[config.mk]
export PLATFORM = sky130hd
export DESIGN_NAME = sc_ctrl_bank
export DESIGN_NICKNAME = d
export VERILOG_FILES = /design/src/rtl/sc_ctrl_pkg.sv /design/src/rtl/sc_word_decode.sv /design/src/rtl/sc_setclr_reg.sv /design/src/rtl/sc_irq_eval.sv /design/src/rtl/sc_ctrl_bank.sv
export SDC_FILE = /design/constraint.sdc
export NUM_CORES = 1
export LEC_CHECK = 0
export BUFFER_PORTS_ARGS = -buffer_cell sky130_fd_sc_hd__buf_2
export CAP_MARGIN = 0
export CORE_MARGIN = 5
export CORE_UTILIZATION = 53
export CTS_CLUSTER_DIAMETER = 60
export CTS_CLUSTER_SIZE = 14
export DETAILED_ROUTE_END_ITERATION = 12
export PLACE_DENSITY = 0.81
export SKIP_CTS_REPAIR_TIMING = 1
export SLEW_MARGIN = 25
export SYNTH_ARGS = -nofsm -noshare
export SYNTH_HDL_FRONTEND = slang
export SYNTH_SLANG_ARGS = --single-unit
[constraint.sdc]
create_clock -name clk -period 1.9 [get_ports clk]
set_clock_uncertainty 0.15 [all_clocks]
set_input_delay 0.095 -clock clk [delete_from_list [all_inputs] [get_ports clk]]
set_output_delay 0.095 -clock clk [all_outputs]
set_load 0.02 [all_outputs]
[src/rtl/sc_ctrl_pkg.sv]
// Shared constants for the set/clear control register bank.
// Assumes a 12-bit byte offset within the custom-register window.
package sc_ctrl_pkg;

    localparam int NREG     = 3;
    localparam int OFF_W    = 12;

    typedef enum logic [1:0] {
        REG_DMA  = 2'd0,
        REG_IEN  = 2'd1,
        REG_IREQ = 2'd2
    } reg_id_e;

    // Offset of each register slot (bit 0 is don't-care on decode)
    function automatic logic [OFF_W-1:0] reg_offset(input int idx);
        case (idx)
            0:       return 12'h096;
            1:       return 12'h09A;
            default: return 12'h09C;
        endcase
    endfunction

endpackage

[src/rtl/sc_word_decode.sv]
// Word-aligned address decoder: one-hot select for each register slot.
// Assumes offsets in sc_ctrl_pkg are distinct after bit 0 is dropped.
module sc_word_decode
    import sc_ctrl_pkg::*;
#(
    parameter int ADDR_W = 12
) (
    input  logic [ADDR_W-1:0] addr,
    output logic [NREG-1:0]   sel
);

    localparam logic [ADDR_W-1:0] WORD_MASK = ~ADDR_W'(1);

    // Compare the address with each slot offset, ignoring bit 0
    for (genvar g = 0; g < NREG; g++) begin : g_cmp
        localparam logic [ADDR_W-1:0] OFF = ADDR_W'(reg_offset(g));
        assign sel[g] = ((addr & WORD_MASK) == (OFF & WORD_MASK));
    end

endmodule

[src/rtl/sc_setclr_reg.sv]
// One register updated by a polarity flag plus a bit mask.
// Assumes the top data bit is the polarity; that stored bit is held at 0.
module sc_setclr_reg #(
    parameter int DATA_W = 16
) (
    input  logic              clk,
    input  logic              rst_n,
    input  logic              wr,
    input  logic [DATA_W-1:0] wdata,
    output logic [DATA_W-1:0] q
);

    localparam int MW = DATA_W - 1;

    logic [MW-1:0] val;
    logic [MW-1:0] nxt;

    // Merge the mask into the current value according to the polarity
    always_comb begin
        if (wdata[DATA_W-1]) nxt = val | wdata[MW-1:0];
        else                 nxt = val & ~wdata[MW-1:0];
    end

    // Hold the value; reload it on a write
    always_ff @(posedge clk) begin
        if (!rst_n)  val <= '0;
        else if (wr) val <= nxt;
    end

    assign q = {1'b0, val};

endmodule

[src/rtl/sc_irq_eval.sv]
// Interrupt-pending evaluation from the enable and request words.
// Assumes the bit just below the polarity position is the master enable.
module sc_irq_eval #(
    parameter int DATA_W = 16
) (
    input  logic [DATA_W-1:0] en,
    input  logic [DATA_W-1:0] req,
    output logic              pending
);

    localparam int MASTER = DATA_W - 2;

    logic any_hit;

    // Look for any enabled request among the maskable bits
    always_comb any_hit = |(en[MASTER:0] & req[MASTER:0]);

    assign pending = en[MASTER] & any_hit;

endmodule

[src/rtl/sc_ctrl_bank.sv]
// Set/clear control register bank: DMA control, interrupt enable and
// interrupt request words behind a simple word bus with registered reads.
// Assumes one bus operation per cycle; a write and a read may coincide.
module sc_ctrl_bank
    import sc_ctrl_pkg::*;
#(
    parameter int ADDR_W = 12,
    parameter int DATA_W = 16
) (
    input  logic              clk,
    input  logic              rst_n,
    input  logic [ADDR_W-1:0] bus_addr,
    input  logic [DATA_W-1:0] bus_wdata,
    input  logic              bus_we,
    input  logic              bus_re,
    output logic [DATA_W-1:0] bus_rdata,
    output logic [DATA_W-1:0] dma_ctl_o,
    output logic [DATA_W-1:0] int_en_o,
    output logic [DATA_W-1:0] int_req_o,
    output logic              irq_pending_o
);

    logic [NREG-1:0]   sel;
    logic [DATA_W-1:0] regs [NREG];
    logic [DATA_W-1:0] rd_mux;

    sc_word_decode #(.ADDR_W(ADDR_W)) u_dec (
        .addr (bus_addr),
        .sel  (sel)
    );

    for (genvar g = 0; g < NREG; g++) begin : g_reg
        sc_setclr_reg #(.DATA_W(DATA_W)) u_reg (
            .clk   (clk),
            .rst_n (rst_n),
            .wr    (bus_we & sel[g]),
            .wdata (bus_wdata),
            .q     (regs[g])
        );
    end

    // OR together the selected register; unmapped offsets give zero
    always_comb begin
        rd_mux = '0;
        for (int i = 0; i < NREG; i++)
            if (sel[i]) rd_mux = rd_mux | regs[i];
    end

    // Capture read data one cycle after the strobe, hold otherwise
    always_ff @(posedge clk) begin
        if (!rst_n)      bus_rdata <= '0;
        else if (bus_re) bus_rdata <= rd_mux;
    end

    assign dma_ctl_o = regs[REG_DMA];
    assign int_en_o  = regs[REG_IEN];
    assign int_req_o = regs[REG_IREQ];

    sc_irq_eval #(.DATA_W(DATA_W)) u_irq (
        .en      (int_en_o),
        .req     (int_req_o),
        .pending (irq_pending_o)
    );

endmodule

[Word-level counts from Yosys, hierarchy flattened]
Index checks and enable logic that the tools add are counted.
Cells by class
  multipliers: 0
  mux-type cells: 6
  reduce and logical (&&, ||, !) cells: 1
  shifts and indexed selects: 0
  equal/unequal tests: 3
  $lt $le $gt $ge: 0
  add/sub/neg operators: 0
  divide/modulo/power cells: 0
  bitwise gates (word level): 14
Operators by type and width (count)
  $mux W15: 5
  $and A15 B15 Y15: 4
  $or A15 B15 Y15: 4
  $eq A11 B7 Y1 const B: 3
  $mux W16: 1
  $or A16 B15 Y16: 1
  $not A15 Y15: 1
  $reduce_or A15 Y1: 1
  $and A1 B1 Y1: 4
Storage, ports and cells
  register bits after elaboration: 61
  bits in latches: 0
  output and inout bits: 65
  word-level logic and storage cells: 28
  memories kept: 0
  ROM bits: 0
  memory bits (writable): 0
  bits of input ports: 32

[Depth between registers and ports, before layout]
  depth in word-level cells: 6
  gate-level depth with buffers: 5
  depth with buffers taken out: 3

[Hierarchy]
A second synthesis with hierarchy kept.
Unflattened totals
  cells, all modules: 296
  area total of the unflattened synthesis: 2715.1 sq um
Modules (own cells, without submodules)
  sc_setclr_reg: cells an instance 67, sequential area each 300.3 sq um, area an instance 615.6 sq um, times used 3
  sc_ctrl_bank: cells an instance 77, sequential area each 320.3 sq um, area an instance 742.0 sq um, times used 1
  sc_irq_eval: cells an instance 10, sequential area each 0.0 sq um, area an instance 73.8 sq um, times used 1
  sc_word_decode: cells an instance 8, sequential area each 0.0 sq um, area an instance 52.6 sq um, times used 1

[Worst setup path after synthesis]
No wires, ideal clock.
  path kind: in2reg
  start: input bus_addr[6]
  end: register bus_rdata[11]
  data arrival time: 1.311 ns
  buffers on the path: 1
  setup time: 0.060 ns
  stages: 4
  required time: 1.690 ns
  setup slack: 0.379 ns
  cell sequence: or4b_1 -> buf_4 -> a2111oi_0 -> a221o_1
Between the ends
  word-level cells in the longest chain between the ends: 6
  elaborated cells on any way between the ends: 8
  those cells by class: 3 x eq/ne; 3 x mux; 2 x bitwise
RTL lines
  from (decl): RTL line sc_ctrl_bank.sv:12  | input logic [ADDR_W-1:0] bus_addr,
  $eq A11 B7 Y1: RTL line sc_word_decode.sv:17  | assign sel[g] = ((addr & WORD_MASK) == (OFF & WORD_MASK));
  $mux W15: RTL line sc_ctrl_bank.sv:46  | if (sel[i]) rd_mux = rd_mux | regs[i];
  $or A15 B15 Y15: RTL line sc_ctrl_bank.sv:46
  $mux W15: RTL line sc_ctrl_bank.sv:46
  $or A16 B15 Y16: RTL line sc_ctrl_bank.sv:46
  $mux W16 (*): RTL line sc_ctrl_bank.sv:46
  to (signal assigned): RTL line sc_ctrl_bank.sv:52  | else if (bus_re) bus_rdata <= rd_mux;
  to (decl): RTL line sc_ctrl_bank.sv:16  | output logic [DATA_W-1:0] bus_rdata,
Every way passes the cells marked *; elsewhere a longest branch is shown, timed or not.
A chain may end at the register's enable or synchronous reset.

==> qor_table.md <==
| Parameter | Value |
|:---|:---|
| Status | complete, no violations |
| Largest stage delay on the critical path | 0.37 ns |
| Maximum capacitance violations | 0 |
| Mapped Area | 3496 um^2 |
| PwrDens | 603.1 nW/um^2 |
| Congestion Overflow GR | 0 |
| Cell variety after synth | 28 |
| Number of failing setup endpoints in the final timing report | 0 |
| CTS H-tree depth | 3 |
| Latest clock arrival within the worst-skew pair | 0.33 ns |
| Number of max-slew violations in the final report | 0 |
| Crit path time final | 1.806 ns |
| Period utilization | 95.06% |
| Portion of synthesized cell area occupied by the leading cell type | 34.36% |
| Number of I/O port buffers | 91 |
| Nets | 494 |
| Initial detailed-routing violation count | 345 |
| Normalized max-slew margin | 63.01% |
| Die area | 8320 um^2 |
| Global-route wire length before repair | 17440 um |
| Synth warn | 0 |
| Slowest stage cell on the critical path | sky130_fd_sc_hd__a222oi_1 |
| Setup crit end kind | primary output |
| Number of sinks on the clock net | 60 |
| Worst path arrival time | 1.56 ns |
| IR drop worst, VDD | 0.0003514 V |
| Placeable core area | 6386 um^2 |
| Post-synthesis sequential area ratio | 34.36% |
| All-layer global routing usage | 25.40% |
| Core occupancy in the finished layout | 65.99% |
| Highest Clock Rate | 553.6 MHz |
| Met1 demand-to-capacity share in global routing | 32.82% |
| Diodes inserted | 0 |
| Met3 Use GR | 5.455% |
| Root Buffer Master | sky130_fd_sc_hd__clkbuf_8 |
| Peak fanout along the critical path | 4 |
| Site row count | 29 |
| Number of filler instances in the final layout | 536 |
| Area growth syn-to-layout | 20.54% |
| Antenna violations before repair | 0 |
| Count of final hold-check violations | 0 |
| Bufs on Longest Clock Path | 2 |
| P_leak | 2.036 nW |
| Most used routing layer | met2 |
| Total number of vias | 3607 |
| Worst hold path class | input port to flip-flop |
| Post-Syn Area per Cell | 8.987 um^2 |
| GR Util met2 | 39.90% |
| Unrepaired setup endpoints after global routing | false |
| Number of ports placed on the die boundary | 97 |
| Drc violations | 0 |
| Share of layout cells above drive strength 1 | 27.25% |
| DRT Pass-1 Iters | 6 |
| Flops & latches, synth | 60 |
| Setup Crit Path Kind | flip-flop to primary output |
| Y dimension of the die | 91.22 um |
| Final estimated routing congestion in global placement | 0.8541 |
| Worst-margin pin slew | 0.5409 ns |
| Num CTS Buffers | 9 |
| Width of the die | 91.22 um |
| Via density per instance | 6.643 |
| Required time at the endpoint of the critical path | 1.65 ns |
| Clock transition at path regs | 0.06 ns |
| Setup TNS after final layout | 0 ns |
| Setup crit start kind | flip-flop |
| Initial standard-cell utilization of the core | 54.74% |
| CTS tree | built |
| Antenna-violating nets left | 0 |
| Cells along the critical path | a222oi_1 -> nand3_1 -> o21a_1 -> buf_2 |
| Vias in the first global route | 3460 |
| Biggest area contributors in the synthesized netlist | sky130_fd_sc_hd__dfxtp_1, sky130_fd_sc_hd__mux2i_1, sky130_fd_sc_hd__and4b_1 |
| Post-DR wirelength/cell | 19.99 um |
| DP Wirelength | 7400 um |
| Cells after synthesis | 389 |
| WL final | 10860 um |
| Post-synthesis cell type with the largest combined area | sky130_fd_sc_hd__dfxtp_1 |
| Maximum number of pins on one net before global-route repair | 46 |
-- routing by layer --
metal  part of all wire [%]  up-vias
li1                       -     1621
met2                     46      234
met4                    3.6        0
met3                    9.6       38
met1                     41     1714
met5                      0        -
-- cell usage after synthesis (all sizes together) --
library cell,number
a2111oi,9
and4b,30
a222oi,1
nand2,56
a22oi,5
clkbuf,39
a221o,9
mux2i,45
nand4,44
inv,6
and3,3
conb,1
and4,1
nand3,2
buf,10
nor2b,3
a21oi,1
dfxtp,60
o21a,1
and2,12
and3b,13
o211ai,6
o2111ai,6
or4b,2
nand3b,18
nor4b,6
-- worst max-delay path, delay by kind of cell (launching register included) --
family	cells	cell delay [ns]
AOI/OAI and AO/OA	2	0.59
DFF	1	0.35
and+or+nand+nor	1	0.12
buffers and inverters	1	0.16
-- per-stage QoR --
stage	power [mW]	std cells	instance area, um^2	hold slack [ns]	setup slack, ns
floorplan	1.442	392	3507	0.1961	0.3790
global placement	1.541	527	4035	0.2659	0.1050
detailed placement	1.545	527	4035	0.2737	0.02522
CTS	2.533	542	4204	-0.07643	0.1164
global route	2.617	543	4214	0.03087	0.07948
finish	2.542	543	4214	0.009640	0.09378
-- cell usage in the layout, fill, tap and decap left out, types with 2 or more instances in the layout --
| cell type | Yosys | final |
|---|---|---|
| sky130_fd_sc_hd__and4b_1 | 30 | 30 |
| sky130_fd_sc_hd__nand4_1 | 44 | 44 |
| sky130_fd_sc_hd__nand2_1 | 56 | 56 |
| sky130_fd_sc_hd__buf_12 | 0 | 4 |
| sky130_fd_sc_hd__buf_2 | 4 | 91 |
| sky130_fd_sc_hd__and3_1 | 3 | 3 |
| sky130_fd_sc_hd__o2111ai_1 | 6 | 6 |
| sky130_fd_sc_hd__nor4b_2 | 6 | 4 |
| sky130_fd_sc_hd__dfxtp_1 | 60 | 60 |
| sky130_fd_sc_hd__nor4b_4 | 0 | 2 |
| sky130_fd_sc_hd__and3b_1 | 13 | 13 |
| sky130_fd_sc_hd__clkinv_2 | 0 | 2 |
| sky130_fd_sc_hd__clkbuf_8 | 0 | 11 |
| sky130_fd_sc_hd__nor2b_1 | 3 | 3 |
| sky130_fd_sc_hd__a2111oi_0 | 9 | 9 |
| sky130_fd_sc_hd__and2_1 | 12 | 12 |
| sky130_fd_sc_hd__nand3_1 | 2 | 2 |
| sky130_fd_sc_hd__conb_1 | 1 | 4 |
| sky130_fd_sc_hd__mux2i_1 | 45 | 45 |
| sky130_fd_sc_hd__clkbuf_1 | 39 | 2 |
| sky130_fd_sc_hd__a22oi_1 | 5 | 5 |
| sky130_fd_sc_hd__buf_4 | 6 | 12 |
| sky130_fd_sc_hd__a221o_1 | 9 | 9 |
| sky130_fd_sc_hd__nand3b_1 | 18 | 18 |
| sky130_fd_sc_hd__o211ai_1 | 6 | 6 |
| sky130_fd_sc_hd__inv_1 | 6 | 6 |
-- area by class of cell --
cell class / count / area [um^2] / area share (%)
multi-input cells: 277 / 2090 / 49.58
flip-flops and latches: 60 / 1201 / 28.50
repair buffers: 108 / 635.6 / 15.08
clock buffers: 13 / 158.9 / 3.771
well taps: 77 / 96.34 / 2.286
inverters: 6 / 22.52 / 0.5344
clock inverters: 2 / 10.01 / 0.2375
-- where the power goes --
group | internal [mW] | switching [mW] | total, mW
Combinational | 0.0963 | 0.173 | 0.269
Clock | 0.534 | 0.481 | 1.02
Sequential | 1.26 | 0.000116 | 1.26
Total | 1.89 | 0.654 | 2.54
-- final timing paths --
kind	start	endpoint	slack [ns]	depth (start not counted)
max	flip-flop	irq_pending_o	0.09	4
min	bus_wdata[2]	flip-flop	0.01	4
max reg2reg	flip-flop	bus_rdata[13]	0.39	3
min reg2reg	flip-flop	flip-flop	0.32	2
-- cells by family (layout without fill, tap and decap cells) --
family	Yosys count	in the layout	synth area share, %
buf+inv	55	129	6.693
compound gates	38	38	9.342
flops	60	60	34.36
mux	45	45	12.88
other cells	1	4	0.1073
simple gates	190	190	36.61
Note: power is estimated with default switching activity, not from simulation.
